<file path="config.mk">
export PLATFORM = sky130hd
export DESIGN_NAME = serlink_master
export DESIGN_NICKNAME = d
export VERILOG_FILES = /design/src/rtl/serlink_pkg.sv /design/src/rtl/serlink_data.sv /design/src/rtl/serlink_ctrl.sv /design/src/rtl/serlink_master.sv
export SDC_FILE = /design/constraint.sdc
export NUM_CORES = 1
export LEC_CHECK = 0
export BUFFER_PORTS_ARGS = -buffer_cell sky130_fd_sc_hd__buf_2
export CAP_MARGIN = 20
export CORE_MARGIN = 10
export CORE_UTILIZATION = 61
export DETAILED_ROUTE_END_ITERATION = 8
export GPL_ROUTABILITY_DRIVEN = 0
export MAX_ROUTING_LAYER = met4
export PLACE_DENSITY = 0.78
export SYNTH_ARGS = -nofsm -noshare
export SYNTH_HDL_FRONTEND = slang
export SYNTH_SLANG_ARGS = --single-unit
</file>
<file path="constraint.sdc">
create_clock -name clk -period 3.55 [get_ports clk]
set_input_delay 0.1775 -clock clk [delete_from_list [all_inputs] [get_ports clk]]
set_output_delay 0.1775 -clock clk [all_outputs]
set_load 0.05 [all_outputs]
</file>
<file path="src/rtl/serlink_pkg.sv">
package serlink_pkg;

  typedef enum logic [2:0] {
    S_INIT,
    S_IDLE,
    S_TX,
    S_RX,
    S_GUARD
  } linkState_t;

  typedef struct packed {
    logic sendStart;
    logic sendNext;
    logic sendDone;
    logic sendAbort;
    logic rxFirst;
    logic rxByte;
    logic rxEnd;
    logic rxOvf;
  } linkStrobe_t;

endpackage

</file>
<file path="src/rtl/serlink_data.sv">
module serlink_data
  import serlink_pkg::*;
#(
  parameter int TX_DEPTH = 16,
  parameter int MAX_RX   = 256,
  localparam int AW = $clog2(TX_DEPTH),
  localparam int PW = $clog2(TX_DEPTH + 1),
  localparam int CW = $clog2(MAX_RX + 1)
) (
  input  logic          clk,
  input  logic          rstN,
  input  logic          linkReady,
  input  logic          txValid,
  input  logic [7:0]    txData,
  input  logic          txLast,
  output logic          txReady,
  input  logic [7:0]    srRdData,
  input  linkStrobe_t   stb,
  output logic          pending,
  output logic          lastSent,
  output logic          rcvFull,
  output logic          srLoad,
  output logic [7:0]    srWrData,
  output logic          rxValid,
  output logic [7:0]    rxData,
  output logic          rxLast,
  output logic          rxErr,
  output logic [CW-1:0] rxLen
);

  logic [7:0]    txBuf [TX_DEPTH];
  logic [AW-1:0] wrPtr;
  logic [PW-1:0] txLen;
  logic [PW-1:0] sentCnt;
  logic [PW-1:0] sentInc;
  logic [CW-1:0] rcvCnt;
  logic          txFire;
  logic          closePkt;

  assign txReady  = linkReady && !pending;
  assign txFire   = txValid && txReady;
  assign closePkt = txLast || (wrPtr == AW'(TX_DEPTH - 1));
  assign sentInc  = sentCnt + PW'(1);
  assign lastSent = (sentInc == txLen);
  assign rcvFull  = (rcvCnt == CW'(MAX_RX - 1));

  always_ff @(posedge clk) begin
    if (txFire) txBuf[wrPtr] <= txData;
  end

  // outbound packet capture and replay pointer
  always_ff @(posedge clk or negedge rstN) begin
    if (!rstN) begin
      wrPtr    <= '0;
      txLen    <= '0;
      pending  <= 1'b0;
      sentCnt  <= '0;
      srLoad   <= 1'b0;
      srWrData <= '0;
    end else begin
      srLoad <= stb.sendStart || stb.sendNext;
      if (txFire) begin
        if (closePkt) begin
          pending <= 1'b1;
          txLen   <= PW'(wrPtr) + PW'(1);
          wrPtr   <= '0;
        end else begin
          wrPtr <= wrPtr + AW'(1);
        end
      end
      if (stb.sendStart) begin
        sentCnt  <= '0;
        srWrData <= txBuf[0];
      end else if (stb.sendNext) begin
        sentCnt  <= sentInc;
        srWrData <= txBuf[AW'(sentInc)];
      end
      if (stb.sendAbort) sentCnt <= '0;
      if (stb.sendDone) begin
        pending <= 1'b0;
        sentCnt <= '0;
      end
    end
  end

  // inbound byte stream
  always_ff @(posedge clk or negedge rstN) begin
    if (!rstN) begin
      rcvCnt  <= '0;
      rxValid <= 1'b0;
      rxData  <= '0;
      rxLast  <= 1'b0;
      rxErr   <= 1'b0;
      rxLen   <= '0;
    end else begin
      rxValid <= stb.rxFirst || stb.rxByte;
      rxLast  <= stb.rxEnd;
      rxErr   <= stb.rxOvf;
      if (stb.rxFirst || stb.rxByte) rxData <= srRdData;
      if (stb.rxFirst) begin
        rcvCnt <= CW'(1);
      end else if (stb.rxByte) begin
        rxLen  <= rcvCnt;
        rcvCnt <= stb.rxEnd ? '0 : rcvCnt + CW'(1);
      end
    end
  end

  p_load_needs_pending_r3: assert property (@(posedge clk) disable iff (!rstN)
    srLoad |-> pending);
  p_rcv_bound_r8: assert property (@(posedge clk) disable iff (!rstN)
    rcvCnt <= CW'(MAX_RX));
  p_err_is_last_r8: assert property (@(posedge clk) disable iff (!rstN)
    (rxValid && rxErr) |-> rxLast);
  p_no_take_when_pending_r12: assert property (@(posedge clk) disable iff (!rstN)
    pending |=> (wrPtr == $past(wrPtr)));

endmodule

</file>
<file path="src/rtl/serlink_ctrl.sv">
module serlink_ctrl
  import serlink_pkg::*;
#(
  parameter int SETTLE_CYC = 18750,
  parameter int GUARD_CYC  = 187500,
  localparam int MAXC = (SETTLE_CYC > GUARD_CYC) ? SETTLE_CYC : GUARD_CYC,
  localparam int TW   = $clog2(MAXC + 1)
) (
  input  logic        clk,
  input  logic        rstN,
  input  logic        srDone,
  input  logic        reqN,
  input  logic        pending,
  input  logic        lastSent,
  input  logic        rcvFull,
  output linkStrobe_t stb,
  output logic        linkReady,
  output logic        tipN,
  output logic        ackOut,
  output logic        dirOut
);

  linkState_t    state, stateNext;
  logic [1:0]    phase, phaseNext;
  logic [TW-1:0] timer, timerNext;
  logic          tipNext, ackNext, dirNext;

  assign linkReady = (state != S_INIT);

  always_comb begin
    stb       = '0;
    stateNext = state;
    phaseNext = phase;
    timerNext = timer;
    tipNext   = tipN;
    ackNext   = ackOut;
    dirNext   = dirOut;
    unique case (state)
      S_INIT: begin
        if (timer == '0) begin
          timerNext = TW'(SETTLE_CYC - 1);
          phaseNext = phase + 2'd1;
          unique case (phase)
            2'd0: tipNext = 1'b0;
            2'd1: ackNext = 1'b0;
            2'd2: tipNext = 1'b1;
            default: begin
              ackNext   = 1'b1;
              stateNext = S_IDLE;
            end
          endcase
        end else begin
          timerNext = timer - TW'(1);
        end
      end
      S_IDLE: begin
        if (srDone && !reqN) begin
          stb.rxFirst = 1'b1;
          stateNext   = S_RX;
          tipNext     = 1'b0;
          ackNext     = 1'b1;
          dirNext     = 1'b0;
        end else if (pending && reqN) begin
          stb.sendStart = 1'b1;
          stateNext     = S_TX;
          tipNext       = 1'b0;
          ackNext       = 1'b1;
          dirNext       = 1'b1;
        end
      end
      S_TX: begin
        if (srDone) begin
          if (!reqN) begin
            stb.sendAbort = 1'b1;
            stb.rxFirst   = 1'b1;
            stateNext     = S_RX;
            tipNext       = 1'b0;
            ackNext       = 1'b1;
            dirNext       = 1'b0;
          end else if (lastSent) begin
            stb.sendDone = 1'b1;
            stateNext    = S_IDLE;
            tipNext      = 1'b1;
            ackNext      = 1'b1;
            dirNext      = 1'b0;
          end else begin
            stb.sendNext = 1'b1;
            ackNext      = !ackOut;
          end
        end
      end
      S_RX: begin
        if (srDone) begin
          stb.rxByte = 1'b1;
          if (reqN || rcvFull) begin
            stb.rxEnd = 1'b1;
            stb.rxOvf = !reqN;
            tipNext   = 1'b1;
            ackNext   = 1'b1;
            dirNext   = 1'b0;
            if (pending) begin
              stateNext = S_GUARD;
              timerNext = TW'(GUARD_CYC - 1);
            end else begin
              stateNext = S_IDLE;
            end
          end else begin
            ackNext = !ackOut;
          end
        end
      end
      S_GUARD: begin
        if (timer == '0) begin
          if (reqN) begin
            stb.sendStart = 1'b1;
            stateNext     = S_TX;
            tipNext       = 1'b0;
            ackNext       = 1'b1;
            dirNext       = 1'b1;
          end else begin
            stateNext = S_IDLE;
          end
        end else begin
          timerNext = timer - TW'(1);
        end
      end
      default: stateNext = S_IDLE;
    endcase
  end

  always_ff @(posedge clk or negedge rstN) begin
    if (!rstN) begin
      state  <= S_INIT;
      phase  <= 2'd0;
      timer  <= TW'(SETTLE_CYC - 1);
      tipN   <= 1'b1;
      ackOut <= 1'b1;
      dirOut <= 1'b0;
    end else begin
      state  <= stateNext;
      phase  <= phaseNext;
      timer  <= timerNext;
      tipN   <= tipNext;
      ackOut <= ackNext;
      dirOut <= dirNext;
    end
  end

  p_idle_lines_r6: assert property (@(posedge clk) disable iff (!rstN)
    (state == S_IDLE) |-> (tipN && ackOut && !dirOut));
  p_tx_lines_r3: assert property (@(posedge clk) disable iff (!rstN)
    (state == S_TX) |-> (!tipN && dirOut));
  p_rx_lines_r7: assert property (@(posedge clk) disable iff (!rstN)
    (state == S_RX) |-> (!tipN && !dirOut));
  p_ack_toggle_tx_r4: assert property (@(posedge clk) disable iff (!rstN)
    (state == S_TX && srDone && reqN && !lastSent) |=> (ackOut != $past(ackOut)));
  p_ack_toggle_rx_r7: assert property (@(posedge clk) disable iff (!rstN)
    (state == S_RX && srDone && !reqN && !rcvFull) |=> (ackOut != $past(ackOut)));
  p_collision_r9: assert property (@(posedge clk) disable iff (!rstN)
    (state == S_TX && srDone && !reqN) |=> (state == S_RX && !tipN && ackOut && pending));
  p_no_start_req_low_r5: assert property (@(posedge clk) disable iff (!rstN)
    (stb.sendStart) |-> reqN);

endmodule

</file>
<file path="src/rtl/serlink_master.sv">
module serlink_master #(
  parameter int CLK_KHZ   = 125000,
  parameter int SETTLE_US = 150,
  parameter int GUARD_US  = 1500,
  parameter int TX_DEPTH  = 16,
  parameter int MAX_RX    = 256,
  localparam int SETTLE_RAW = CLK_KHZ * SETTLE_US / 1000,
  localparam int GUARD_RAW  = CLK_KHZ * GUARD_US / 1000,
  localparam int SETTLE_CYC = (SETTLE_RAW < 1) ? 1 : SETTLE_RAW,
  localparam int GUARD_CYC  = (GUARD_RAW < 1) ? 1 : GUARD_RAW,
  localparam int LW = $clog2(MAX_RX + 1)
) (
  input  logic          clk,
  input  logic          rstN,
  input  logic          txValid,
  input  logic [7:0]    txData,
  input  logic          txLast,
  output logic          txReady,
  output logic          rxValid,
  output logic [7:0]    rxData,
  output logic          rxLast,
  output logic          rxErr,
  output logic [LW-1:0] rxLen,
  input  logic          srDone,
  input  logic [7:0]    srRdData,
  output logic          srLoad,
  output logic [7:0]    srWrData,
  output logic          srDirOut,
  output logic          linkTipN,
  output logic          linkAck,
  input  logic          linkReqN
);

  serlink_pkg::linkStrobe_t stb;
  logic linkReady, pending, lastSent, rcvFull;

  serlink_ctrl #(
    .SETTLE_CYC(SETTLE_CYC),
    .GUARD_CYC (GUARD_CYC)
  ) u_ctrl (
    .clk      (clk),
    .rstN     (rstN),
    .srDone   (srDone),
    .reqN     (linkReqN),
    .pending  (pending),
    .lastSent (lastSent),
    .rcvFull  (rcvFull),
    .stb      (stb),
    .linkReady(linkReady),
    .tipN     (linkTipN),
    .ackOut   (linkAck),
    .dirOut   (srDirOut)
  );

  serlink_data #(
    .TX_DEPTH(TX_DEPTH),
    .MAX_RX  (MAX_RX)
  ) u_data (
    .clk      (clk),
    .rstN     (rstN),
    .linkReady(linkReady),
    .txValid  (txValid),
    .txData   (txData),
    .txLast   (txLast),
    .txReady  (txReady),
    .srRdData (srRdData),
    .stb      (stb),
    .pending  (pending),
    .lastSent (lastSent),
    .rcvFull  (rcvFull),
    .srLoad   (srLoad),
    .srWrData (srWrData),
    .rxValid  (rxValid),
    .rxData   (rxData),
    .rxLast   (rxLast),
    .rxErr    (rxErr),
    .rxLen    (rxLen)
  );

endmodule

</file>
After elaboration in Yosys (flattened, before gate mapping)
Memories as Yosys holds them, arrays and structs flattened.
Index checks and enable logic that the tools add are counted.
{"block": "classes", "mul": 0, "n_mux": 81, "bitwise_logic": 1, "n_eq_ne": 22, "addsub": 6, "div_mod_pow": 0, "reduce_logical": 34, "order_cmp": 0, "shift": 0}
{"operator": "two-way mux 18 bit", "count": 5}
{"operator": "one-hot mux 18 bit (3 select lines)", "count": 1}
{"operator": "two-way mux 3 bit", "count": 14}
{"operator": "two-way mux 1 bit", "count": 38}
{"operator": "two-way mux 9 bit", "count": 3}
{"operator": "AND reduction 8 bit", "count": 3}
{"operator": "two-way mux 5 bit", "count": 4}
{"operator": "logical NOT 18 bit", "count": 1}
{"operator": "subtractor 18 x 1 -> 18 bit (second input constant)", "count": 1}
{"operator": "two-way mux 8 bit", "count": 2}
{"operator": "one-hot mux 3 bit (5 select lines)", "count": 1}
{"operator": "inequality test 2 bit (second input constant)", "count": 6}
{"operator": "one-hot mux 1 bit (5 select lines)", "count": 2}
{"operator": "AND reduction 10 bit", "count": 1}
{"operator": "adder 9 x 1 -> 9 bit (second input constant)", "count": 1}
{"operator": "equality test 9 x 8 -> 1 bit (second input constant)", "count": 1}
{"operator": "two-way mux 2 bit", "count": 4}
{"operator": "two-way mux 4 bit", "count": 2}
{"operator": "inequality test 2 x 1 -> 1 bit (second input constant)", "count": 4}
{"operator": "one-hot mux 1 bit (2 select lines)", "count": 4}
{"operator": "AND reduction 2 bit", "count": 4}
{"operator": "nonzero test 2 bit", "count": 4}
{"operator": "nonzero test 4 bit", "count": 2}
{"operator": "equality test 3 x 2 -> 1 bit (second input constant)", "count": 2}
{"operator": "24 further kinds", "count": 34}
{"block": "word_totals", "ramBits": 128, "romBits": 0, "inputBits": 22, "n_memories": 1, "reg_bits": 79, "out_inout_bits": 33, "elab_cells": 163, "latch_bits": 0}
{"name": "u_data.txBuf", "words": 16, "word_bits": 8, "rd": 2, "rd_ports_with_merged_regs": 0, "write_ports": 1, "line_no": "serlink_data.sv:31", "rtl": "logic [7:0] txBuf [TX_DEPTH];"}

Longest topological paths before layout
Gate-level depths: netlist of the first run.
{"block": "depth", "ltp_word": 10, "mapped_depth": 11, "mapped_depth_nobuf": 10}

Modules after synthesis
A second synthesis of the first run with hierarchy kept.
{"block": "unflattened", "cells_unflattened": 718, "area_unflattened_um2": 9501.6}
{"mod": "serlink_data", "seq_area_each_um2": 5170.0, "area_each_um2": 7553.5, "cells_each": 493, "instances": 1}
{"mod": "serlink_ctrl", "seq_area_each_um2": 663.1, "area_each_um2": 1948.1, "cells_each": 225, "instances": 1}

Least setup slack after synthesis of the first run
Ideal clock, no wire load.
{"block": "synth_path", "path_kind": "register to register", "from": "register u_data.rcvCnt[0]", "to": "register u_ctrl.timer[13]", "stages_incl_launch_ff": 12, "t_required_ns": 3.473, "t_arrival_ns": 2.515, "n_path_buf": 1, "slack_ns": 0.957, "synth_period_minus_slack_ns": 2.593, "setup_time_ns": 0.077, "path_cell_list": "dfrtp_1 ha_1 and3_1 and3_1 and3_1 ha_1 nor2_1 o31ai_2 o41ai_4 buf_4 or3_1 a21oi_1"}
{"block": "synth_between", "elab_chain_cells": 4}
{"element": "start: declaration", "line_no": "serlink_data.sv:36", "rtl": "logic [CW-1:0] rcvCnt;"}
{"element": "start signal: assignment", "line_no": "serlink_data.sv:104", "rtl": "rcvCnt <= stb.rxEnd ? '0 : rcvCnt + CW'(1);"}
{"element": "equality test 9 x 8 -> 1 bit", "line_no": "serlink_data.sv:45", "rtl": "assign rcvFull = (rcvCnt == CW'(MAX_RX - 1));"}
{"element": "logical OR 1 bit", "line_no": "serlink_ctrl.sv:95", "rtl": "if (reqN || rcvFull) begin"}
{"element": "inequality test 2 x 1 -> 1 bit (no source line)"}
{"element": "AND reduction 5 bit (no source line)"}
{"element": "end signal: assignment", "line_no": "serlink_ctrl.sv:135", "rtl": "timer <= TW'(SETTLE_CYC - 1);"}
{"element": "end signal: assignment", "line_no": "serlink_ctrl.sv:142", "rtl": "timer <= timerNext;"}
{"element": "end: declaration", "line_no": "serlink_ctrl.sv:25", "rtl": "logic [TW-1:0] timer, timerNext;"}
No other way between the ends.
A chain may end at the register's enable or synchronous reset.

Worst setup path in the final report of the first run
{"block": "layout_path", "from": "register u_data.rcvCnt[0]", "to": "register u_ctrl.timer[10]"}
The elaborated chain is that of the path after synthesis.

==> results of run 1 <==
layer usage:
metal	routed length, um	share of wire	vias up	GRT usage
met4	396	0.020	0	0.04940
met5	0	0	-	-
li1	-	-	2528	-
met3	1793	0.089	36	0.03672
met1	8471	0.42	2911	0.2893
met2	9598	0.47	288	0.3073
worst max-delay path, cell delays in order (launching register included):
cell	delay [ns]
dfrtp_1	0.48
ha_1	0.25
and3_1	0.20
and3_1	0.19
and3_1	0.16
ha_1	0.26
nor2_1	0.13
o31ai_2	0.33
o41ai_4	0.18
buf_6	0.20
or4_1	0.41
a22o_1	0.19
sequential cells by signal (all words and copies together), names as in the netlist, 2 cells and up:
signal and flops:
u_data.wrPtr 4, u_ctrl.phase 2, u_data.txLen 5, u_data.txBuf 128, u_data.sentCnt 5, u_data.rxData 8
u_data.rxLen 9, u_ctrl.timer 18, u_ctrl.state 3, u_data.rcvCnt 9, u_data.srWrData 8
worst max-delay path by stage:
stage,from,end,slack (ns),depth (start not counted)
finish,u_data.rcvCnt[0]$_DFFE_PN0P_,u_ctrl.timer[10]$_DFFE_PN0P_,0.48,11
global placement,u_data.rcvCnt[0]$_DFFE_PN0P_,u_ctrl.timer[9]$_DFFE_PN0P_,0.63,10
global route,u_data.rcvCnt[0]$_DFFE_PN0P_,u_ctrl.timer[7]$_DFFE_PN0P_,0.34,11
detailed placement,u_data.rcvCnt[0]$_DFFE_PN0P_,u_ctrl.timer[10]$_DFFE_PN0P_,0.50,10
floorplan,u_data.rcvCnt[0]$_DFFE_PN0P_,u_ctrl.timer[13]$_DFFE_PN0P_,0.96,11
CTS,u_data.rcvCnt[0]$_DFFE_PN0P_,u_ctrl.timer[10]$_DFFE_PN0P_,0.50,10
layout by cell type, fill, tap and decap left out, types with 3 or more instances in the layout:
| master | count |
|---|---|
| and2_1 | 7 |
| mux2_1 | 3 |
| a221o_1 | 8 |
| nor2b_1 | 3 |
| nor3_1 | 13 |
| dfstp_2 | 10 |
| or4_1 | 7 |
| a21oi_1 | 16 |
| dfrtp_1 | 68 |
| buf_2 | 53 |
| o31ai_1 | 7 |
| o21ai_0 | 24 |
| a22o_1 | 6 |
| dlygate4sd3_1 | 10 |
| clkbuf_16 | 23 |
| nor4b_1 | 9 |
| clkbuf_1 | 5 |
| mux2_2 | 16 |
| or2_2 | 3 |
| o21ai_1 | 9 |
| edfxtp_1 | 128 |
| a21o_1 | 4 |
| nand2_1 | 35 |
| nor4_1 | 4 |
| a31oi_1 | 5 |
| clkinv_2 | 3 |
| o41ai_1 | 3 |
| xor2_1 | 4 |
| ha_1 | 12 |
| or3_1 | 10 |
| nand2b_1 | 4 |
| mux2i_1 | 3 |
| and3_1 | 12 |
| nand3_1 | 14 |
| nor2_1 | 25 |
| xnor2_1 | 8 |
| mux4_2 | 40 |
| inv_1 | 18 |
| buf_4 | 10 |
cell families (layout without fill, tap and decap cells):
kind of cell	count (synthesis)	in the layout	share of synthesized area
buffers and inverters	49	130	0.02295
flip-flops	207	207	0.6369
adder cells (fa/ha/maj)	13	13	0.01749
AND/OR/NAND/NOR	159	159	0.09576
AO/OA/AOI/OAI	107	107	0.08525
XOR/XNOR	14	14	0.01667
multiplexers	62	62	0.1250
power groups by stage:
| stage | registers [mW] | logic [mW] | clock network [mW] |
|---|---|---|---|
| 2_1_floorplan | 3.58 | 1.68 | 0 |
| 3_3_place_gp | 3.24 | 2.62 | 0 |
| 3_5_place_dp | 3.27 | 2.70 | 0 |
| 4_1_cts | 3.22 | 2.73 | 2.29 |
| 5_1_grt | 3.27 | 2.93 | 2.39 |
| 6_report | 3.24 | 2.75 | 2.27 |
cells in the mapped netlist (5+ instances only):
library cell,number
edfxtp_1,128
dfrtp_1,69
mux4_2,40
nand2_1,35
nor2_1,25
o21ai_0,24
clkbuf_1,20
inv_1,18
a21oi_1,16
mux2_2,16
nand3_1,14
nor3_1,13
and3_1,12
ha_1,12
dfstp_2,10
or3_1,10
nor4b_1,9
o21ai_1,9
a221o_1,8
xnor2_1,8
and2_1,7
o31ai_1,7
or4_1,7
a22o_1,6
buf_2,6
a31oi_1,5
layout make-up:
cell class | instances | share of cell area
multi-input combinational | 355 | 0.2993
timing repair buffer | 74 | 0.04331
clock inverter | 9 | 0.01104
clock buffer | 29 | 0.05831
sequential | 207 | 0.5594
inverter | 18 | 0.006479
tap | 184 | 0.02208
==> flow_metrics.tcl, run 1 <==
set metrics [dict create \
    status "complete, no violations" \
    power.density_mw_per_mm2 792.0 \
    min_path_type "primary input to flop" \
    path_class "flop to flop" \
    maxCapViolCount 0 \
    die_h_um 142.5 \
    cts_resized 0 \
    clkSinkCount 207 \
    yosysWarnings 0 \
    core_mm2 0.01464 \
    period_needed_ns 3.074 \
    layout.cells.non_filler 876 \
    fillers 895 \
    drc 0 \
    clkTransAtPathRegs_ns 0.06 \
    synth_area_mm2 0.009159 \
    synth_fp_nets 645 \
    worstMarginPinSlew_ns 0.9836 \
    critPathCaptureType "flop" \
    hold_path_depth 1 \
    drv_slew 0 \
    synth-seq-area-share 0.6369 \
    hpwlAfterDp_mm 13.17 \
    pwr-share-comb 0.333 \
    drive_above_1_share 0.2543 \
    cp-start-kind "flop" \
    skew_ns 0.02444 \
    cts_buffer_depth 3 \
    start_util 0.6254 \
    cts_buffers 22 \
    yosys.area.top_type "edfxtp_1" \
    routed_wl_mm 20.26 \
    cp_data_arrival_time_ns 3.48 \
    dp.cells 827 \
    synth-seq-cells 207 \
    p_leak_nw 3.963 \
    synth.distinct_cells 70 \
    grt_max_degree 80 \
    ant_nets 0 \
    vdd_drop_max_uv 484.9 \
    post-route-period-util 0.8659 \
    cts_root_buf "clkbuf_16" \
    avgSynthCellArea_um2 14.99 \
    crit_path_max_fanout 23 \
    fin_util 0.7122 \
    r2r_start "u_data.rcvCnt[0]$_DFFE_PN0P_" \
    detail_route.vias_per_cell 6.579 \
    min-delay-start "txData[5]" \
    hold-worst-slack_ns 0.04856 \
    regArea_mm2 0.005834 \
    cts_tree "done" \
    area_delta_synth_final_pct 13.87 \
    swShare 0.3522 \
    cts_hold_buf 10 \
    min_to "u_data.txBuf[5][5]$_DFFE_PP_" \
    synth_edf_count 128 \
    hold_viol_final 0 \
    diodes 0 \
    reg2reg_to "u_ctrl.timer[10]$_DFFE_PN0P_" \
    io_pins 55 \
    rsz0062_at_grt "false" \
    htreeDepth 1 \
    seq_power_share 0.392 \
    finalWorstSetupSlack_ns 0.4759 \
    internal-power_mw 5.350 \
    synth-async-reset-ratio 0.3816 \
    placedInstanceArea_mm2 0.009594 \
    drtPass1Iterations 6 \
    grt_pass1_wl_mm 31.75 \
    syn_inst 611 \
    grt_overflow 0 \
    worstRegToRegCells 11 \
    setup_viol 0 \
    pwr-share-clk 0.275 \
    track_usage 0.2055 \
    ys_top_cells_by_area "edfxtp_1 (42%), dfrtp_1 (19%), mux4_2 (9.8%), dfstp_2 (2.9%), mux2_2 (2.0%)" \
    fmax_mhz 325.3 \
    reg2reg_setup_slack_ns 0.48 \
    drtIter0Drc 704 \
    numPortBuffers 54 \
    dieWidth_um 142.5 \
    wl_per_cell_um 23.13 \
    core.rowCount 44 \
    max_slew_margin 0.3442 \
    grt_pass1_vias 5596 \
    dieArea_mm2 0.02032 \
    finalSetupTns_ns 0 \
    vias 5763 \
    synth_ff_type "edfxtp_1" \
    multi_input_area_mm2 0.003122 \
    dp_slack_ns 0.4999 \
    p_sw_mw 2.909 \
    fin_nets 712 \
    cts_setup_buffers 0 \
    critPathRequiredTime_ns 3.95 \
    power_mw 8.259 \
    clock_latency_ns 0.51 \
    antenna_found_initial 0 \
    synth_top_area_frac 0.4197 \
    fin_area_mm2 0.01043 \
]
Power figures use the tool's default switching activity.
==> run 2, diff against run 1 <==
MAX_ROUTING_LAYER = not set   (was met4)
PLACE_DENSITY = 0.88   (was 0.78)
==> flow_metrics.tcl, run 2 (same netlist as run 1, synthesis figures left out) <==
set metrics [dict create \
    crit_chain "ha_1 -> and3_1 -> and3_1 -> and3_1 -> ha_1 -> nor2_1 -> o31ai_2 -> o41ai_4 -> buf_6 -> or4_1 -> a21oi_1" \
    period_needed_ns 3.159 \
    post-route-period-util 0.8900 \
    cts_buffer_depth 3 \
    cts_setup_buffers 0 \
    dieArea_mm2 0.02032 \
    hpwlAfterDp_mm 13.13 \
    slowest_delay_ns 0.48 \
    area_delta_synth_final_pct 13.66 \
    crit_top_cell "and3_1" \
    path_class "flop to flop" \
    fillers 897 \
    clkTransAtPathRegs_ns 0.06 \
    power.density_mw_per_mm2 791.5 \
    cp-start-kind "flop" \
    track_usage 0.2075 \
    skew_ns 0.007825 \
    vdd_drop_max_uv 479.5 \
    core_mm2 0.01464 \
    hold_viol_final 0 \
    worstRegToRegCells 11 \
    dp_slack_ns 0.5154 \
    setup_viol 0 \
    p_leak_nw 3.959 \
    vias 5885 \
    crit_path_max_fanout 17 \
    critPathRequiredTime_ns 3.97 \
    io_pins 55 \
    power_mw 8.240 \
    hold_path_depth 2 \
    cp_data_arrival_time_ns 3.58 \
    grt_pass1_vias 5932 \
    reg_top3 "u_data.txBuf (128), u_ctrl.timer (18)" \
    critPathTopFamily "simple AND/OR/NAND/NOR gates" \
    critPathSlowestCell "dfrtp_1" \
    drtPass1Iterations 6 \
    crit_end "u_ctrl.timer[7]$_DFFE_PN0P_" \
    wl_per_cell_um 23.81 \
    htreeDepth 1 \
    routed_wl_mm 20.96 \
    critPathCaptureType "flop" \
    dieWidth_um 142.5 \
    core.rowCount 44 \
    finalWorstSetupSlack_ns 0.3907 \
    cts_buffers 22 \
    ant_nets 0 \
    status "complete, no violations" \
    maxCapViolCount 0 \
    crit_path_start "u_data.rcvCnt[0]$_DFFE_PN0P_" \
    hold-worst-slack_ns 0.04003 \
    reg2reg_to "u_ctrl.timer[7]$_DFFE_PN0P_" \
    numPortBuffers 54 \
    grt_pass1_wl_mm 33.45 \
    detail_route.vias_per_cell 6.688 \
    die_h_um 142.5 \
    clock_latency_ns 0.50 \
    cts_tree "done" \
    worstMarginPinSlew_ns 0.9838 \
    clkSinkCount 207 \
    grt_max_degree 80 \
    largest_reg_flops 128 \
    fin_nets 713 \
    reg2reg_setup_slack_ns 0.39 \
    regArea_mm2 0.005834 \
    antenna_found_initial 0 \
    cts_root_buf "clkbuf_16" \
    crit_buf_inv 1 \
    fmax_mhz 316.5 \
    drv_slew 0 \
    drive_above_1_share 0.2489 \
    rsz0062_at_grt "false" \
    grt_overflow 0 \
    cp.depth 11 \
    mostFrequentLayoutCell "edfxtp_1" \
    r2r_start "u_data.rcvCnt[0]$_DFFE_PN0P_" \
    drtIter0Drc 669 \
    layout_common_cells "edfxtp_1 (128), dfrtp_1 (68), buf_2 (53)" \
    drc 0 \
    max_slew_margin 0.3441 \
    finalSetupTns_ns 0 \
    start_util 0.6254 \
    largest_register "u_data.txBuf" \
    min_path_type "primary input to flop" \
    multi_input_area_mm2 0.003122 \
]
[run 2: final cells by class]
| type | count | share of cell area |
|---|---|---|
| Antenna cell | 1 | 0.0002404 |
| Clock buffer | 27 | 0.05469 |
| Clock inverter | 13 | 0.01202 |
| Inverter | 18 | 0.006490 |
| Multi-Input combinational cell | 355 | 0.2999 |
| Sequential cell | 207 | 0.5605 |
| Tap cell | 184 | 0.02212 |
| Timing Repair Buffer | 75 | 0.04411 |
[run 2: per-layer routing]
metal	routed length, um	global-route usage	up-vias
li1	-	-	2536
met1	7957	0.2614	2966
met2	10890	0.3590	321
met3	1475	0.03238	62
met4	635	0.07003	0
met5	0	0	-
[run 2: what timing repair did]
item	CTS	global route
hold buffers	10	0
endpoints found under the hold margin	78	0
gates resized for setup	0	0
[run 2: per-stage QoR]
| step | area (um^2) | util | instances |
|---|---|---|---|
| after global routing | 10410 | 0.7107 | 879 |
| after floorplan | 9159 | - | 611 |
| after CTS | 10400 | 0.7099 | 878 |
| after global placement | 9602 | 0.6557 | 828 |
| after detailed placement | 9602 | 0.6557 | 828 |
| final | 10410 | 0.7109 | 880 |
[run 2: power breakdown]
group	internal, mW	switching, mW
clock	1.29	0.911
combinational	1.09	1.70
sequential	2.91	0.335
[run 2: worst min-delay path by stage]
stage	to	slack, ns	startpoint
after floorplan	u_ctrl.dirOut$_DFFE_PN0P_	-0.12	rstN
after global placement	u_data.rxLen[7]$_DFFE_PN0P_	0.38	rstN
after detailed placement	u_data.rxLen[5]$_DFFE_PN0P_	0.41	rstN
after CTS	u_data.rxErr$_DFF_PN0_	0.01	linkReqN
after global routing	u_data.txBuf[15][5]$_DFFE_PP_	0.06	txData[5]
final	u_data.rxErr$_DFF_PN0_	0.04	linkReqN
==> run 3, diff against run 2 <==
CORE_UTILIZATION = 60   (was 61)
PLACE_DENSITY = 0.87   (was 0.88)
SETUP_SLACK_MARGIN = 0.1   (was not set)
==> flow_metrics.tcl, run 3 (same netlist as run 1, synthesis figures left out) <==
set metrics [dict create \
    core_mm2 0.01509 \
    maxCapViolCount 0 \
    grt_pass1_wl_mm 34.82 \
    fin_nets 716 \
    die_h_um 143.6 \
    cts_setup_buffers 0 \
    clkTransAtPathRegs_ns 0.06 \
    setup_viol 0 \
    detail_route.vias_per_cell 6.840 \
    cts_buffers 22 \
    reg2reg_setup_slack_ns 0.45 \
    track_usage 0.2184 \
    hold_viol_final 0 \
    layout_common_cells "edfxtp_1 (128), dfrtp_1 (68), buf_2 (53)" \
    grt_overflow 0 \
    p_leak_nw 3.990 \
    drtIter0Drc 781 \
    cp-start-kind "flop" \
    grt_pass1_vias 6075 \
    drc 0 \
    power.density_mw_per_mm2 799.8 \
    grt_max_degree 80 \
    drv_slew 0 \
    vias 6053 \
    routed_wl_mm 22.22 \
    critPathCaptureType "flop" \
    reg_top3 "u_data.txBuf (128), u_ctrl.timer (18)" \
    start_util 0.6070 \
    status "complete, no violations" \
    cts_buffer_depth 3 \
    crit_path_start "u_data.rcvCnt[0]$_DFFE_PN0P_" \
    min_path_type "primary input to flop" \
    htreeDepth 1 \
    wl_per_cell_um 25.10 \
    diodes 0 \
    antenna_found_initial 1 \
    rsz0062_at_grt "false" \
    dieWidth_um 143.6 \
    hold-worst-slack_ns 0.02748 \
    drtPass1Iterations 6 \
    largest_reg_flops 128 \
    finalSetupTns_ns 0 \
    area_delta_synth_final_pct 14.19 \
    fmax_mhz 322.6 \
    post-route-period-util 0.8731 \
    largest_register "u_data.txBuf" \
    path_class "flop to flop" \
    io_pins 55 \
    r2r_start "u_data.rcvCnt[0]$_DFFE_PN0P_" \
    clkSinkCount 207 \
    cts_tree "done" \
    crit_path_max_fanout 22 \
    critPathRequiredTime_ns 3.98 \
    cts_root_buf "clkbuf_16" \
    period_needed_ns 3.099 \
    skew_ns 0.01854 \
    vdd_drop_max_uv 453.4 \
    worstMarginPinSlew_ns 0.7253 \
    dieArea_mm2 0.02061 \
    hpwlAfterDp_mm 13.98 \
    cp_data_arrival_time_ns 3.53 \
    min-delay-start "linkReqN" \
    clock_latency_ns 0.52 \
    drive_above_1_share 0.2597 \
    ant_nets 0 \
    numPortBuffers 54 \
    max_slew_margin 0.5125 \
    mostFrequentLayoutCell "edfxtp_1" \
    core.rowCount 45 \
]
-- run 3: metrics by stage --
step / setup slack, ns / cell area, um^2 / total power [mW] / utilization / instances
finish: 0.4506 / 10460 / 8.365 / 0.6931 / 885
global route: 0.2535 / 10460 / 8.685 / 0.6931 / 885
CTS: 0.4855 / 10430 / 8.310 / 0.6910 / 883
detailed placement: 0.5303 / 9622 / 6.013 / 0.6376 / 834
global placement: 0.6610 / 9622 / 5.864 / 0.6376 / 834
floorplan: 0.9571 / 9159 / 5.259 / - / 611
-- run 3: area by class of cell --
class                   instances  area (um^2)
repair buffers                 78        494.2
well taps                     188        235.2
fillers                       915         4631
clock inverters                 8        81.33
flip-flops and latches        207         5834
inverters                      18        67.56
clock buffers                  31        624.3
multi-input cells             355         3122
-- run 3: repair_timing --
item | in CTS | in global routing
endpoints found under the setup margin | 0 | 0
endpoints found under the hold margin | 78 | 0
gates resized for setup | 0 | 0
hold buffers | 10 | 0
-- run 3: layer usage --
metal / routed length (um) / vias up / track usage
li1: - / 2539 / -
met1: 8504 / 3009 / 0.2889
met3: 2246 / 74 / 0.04719
met4: 708 / 2 / 0.07523
met5: 7 / - / 0
met2: 10750 / 429 / 0.3519
-- run 3: worst max-delay path, cell delays in order, from the launching register on --
cell and delay, ns:
dfrtp_1 0.46, ha_1 0.24, and3_1 0.20, and3_1 0.21, and3_1 0.17, ha_1 0.25, nor2_1 0.13, o31ai_2 0.34
o41ai_4 0.19, buf_6 0.20, or4_1 0.47, a21oi_1 0.17
-- run 3: report_power, final --
part	internal, mW	leakage, nW	total (mW)	switching, mW
registers	2.91	2.13	3.25	0.337
logic	1.11	1.50	2.88	1.77
clock network	1.30	0.351	2.23	0.928
total	5.33	3.99	8.37	3.04
-- run 3: final timing paths --
| kind | to | cells past startpoint |
|---|---|---|
| max | u_ctrl.timer[9]$_DFFE_PN0P_ | 11 |
| min reg2reg | u_ctrl.tipN$_DFFE_PN1P_ | 2 |
| min | u_data.rxErr$_DFF_PN0_ | 2 |
| max in group asynchronous | u_ctrl.tipN$_DFFE_PN1P_ | 3 |
| min in group asynchronous | u_data.rxData[0]$_DFFE_PN0P_ | 2 |
| max reg2reg | u_ctrl.timer[9]$_DFFE_PN0P_ | 11 |
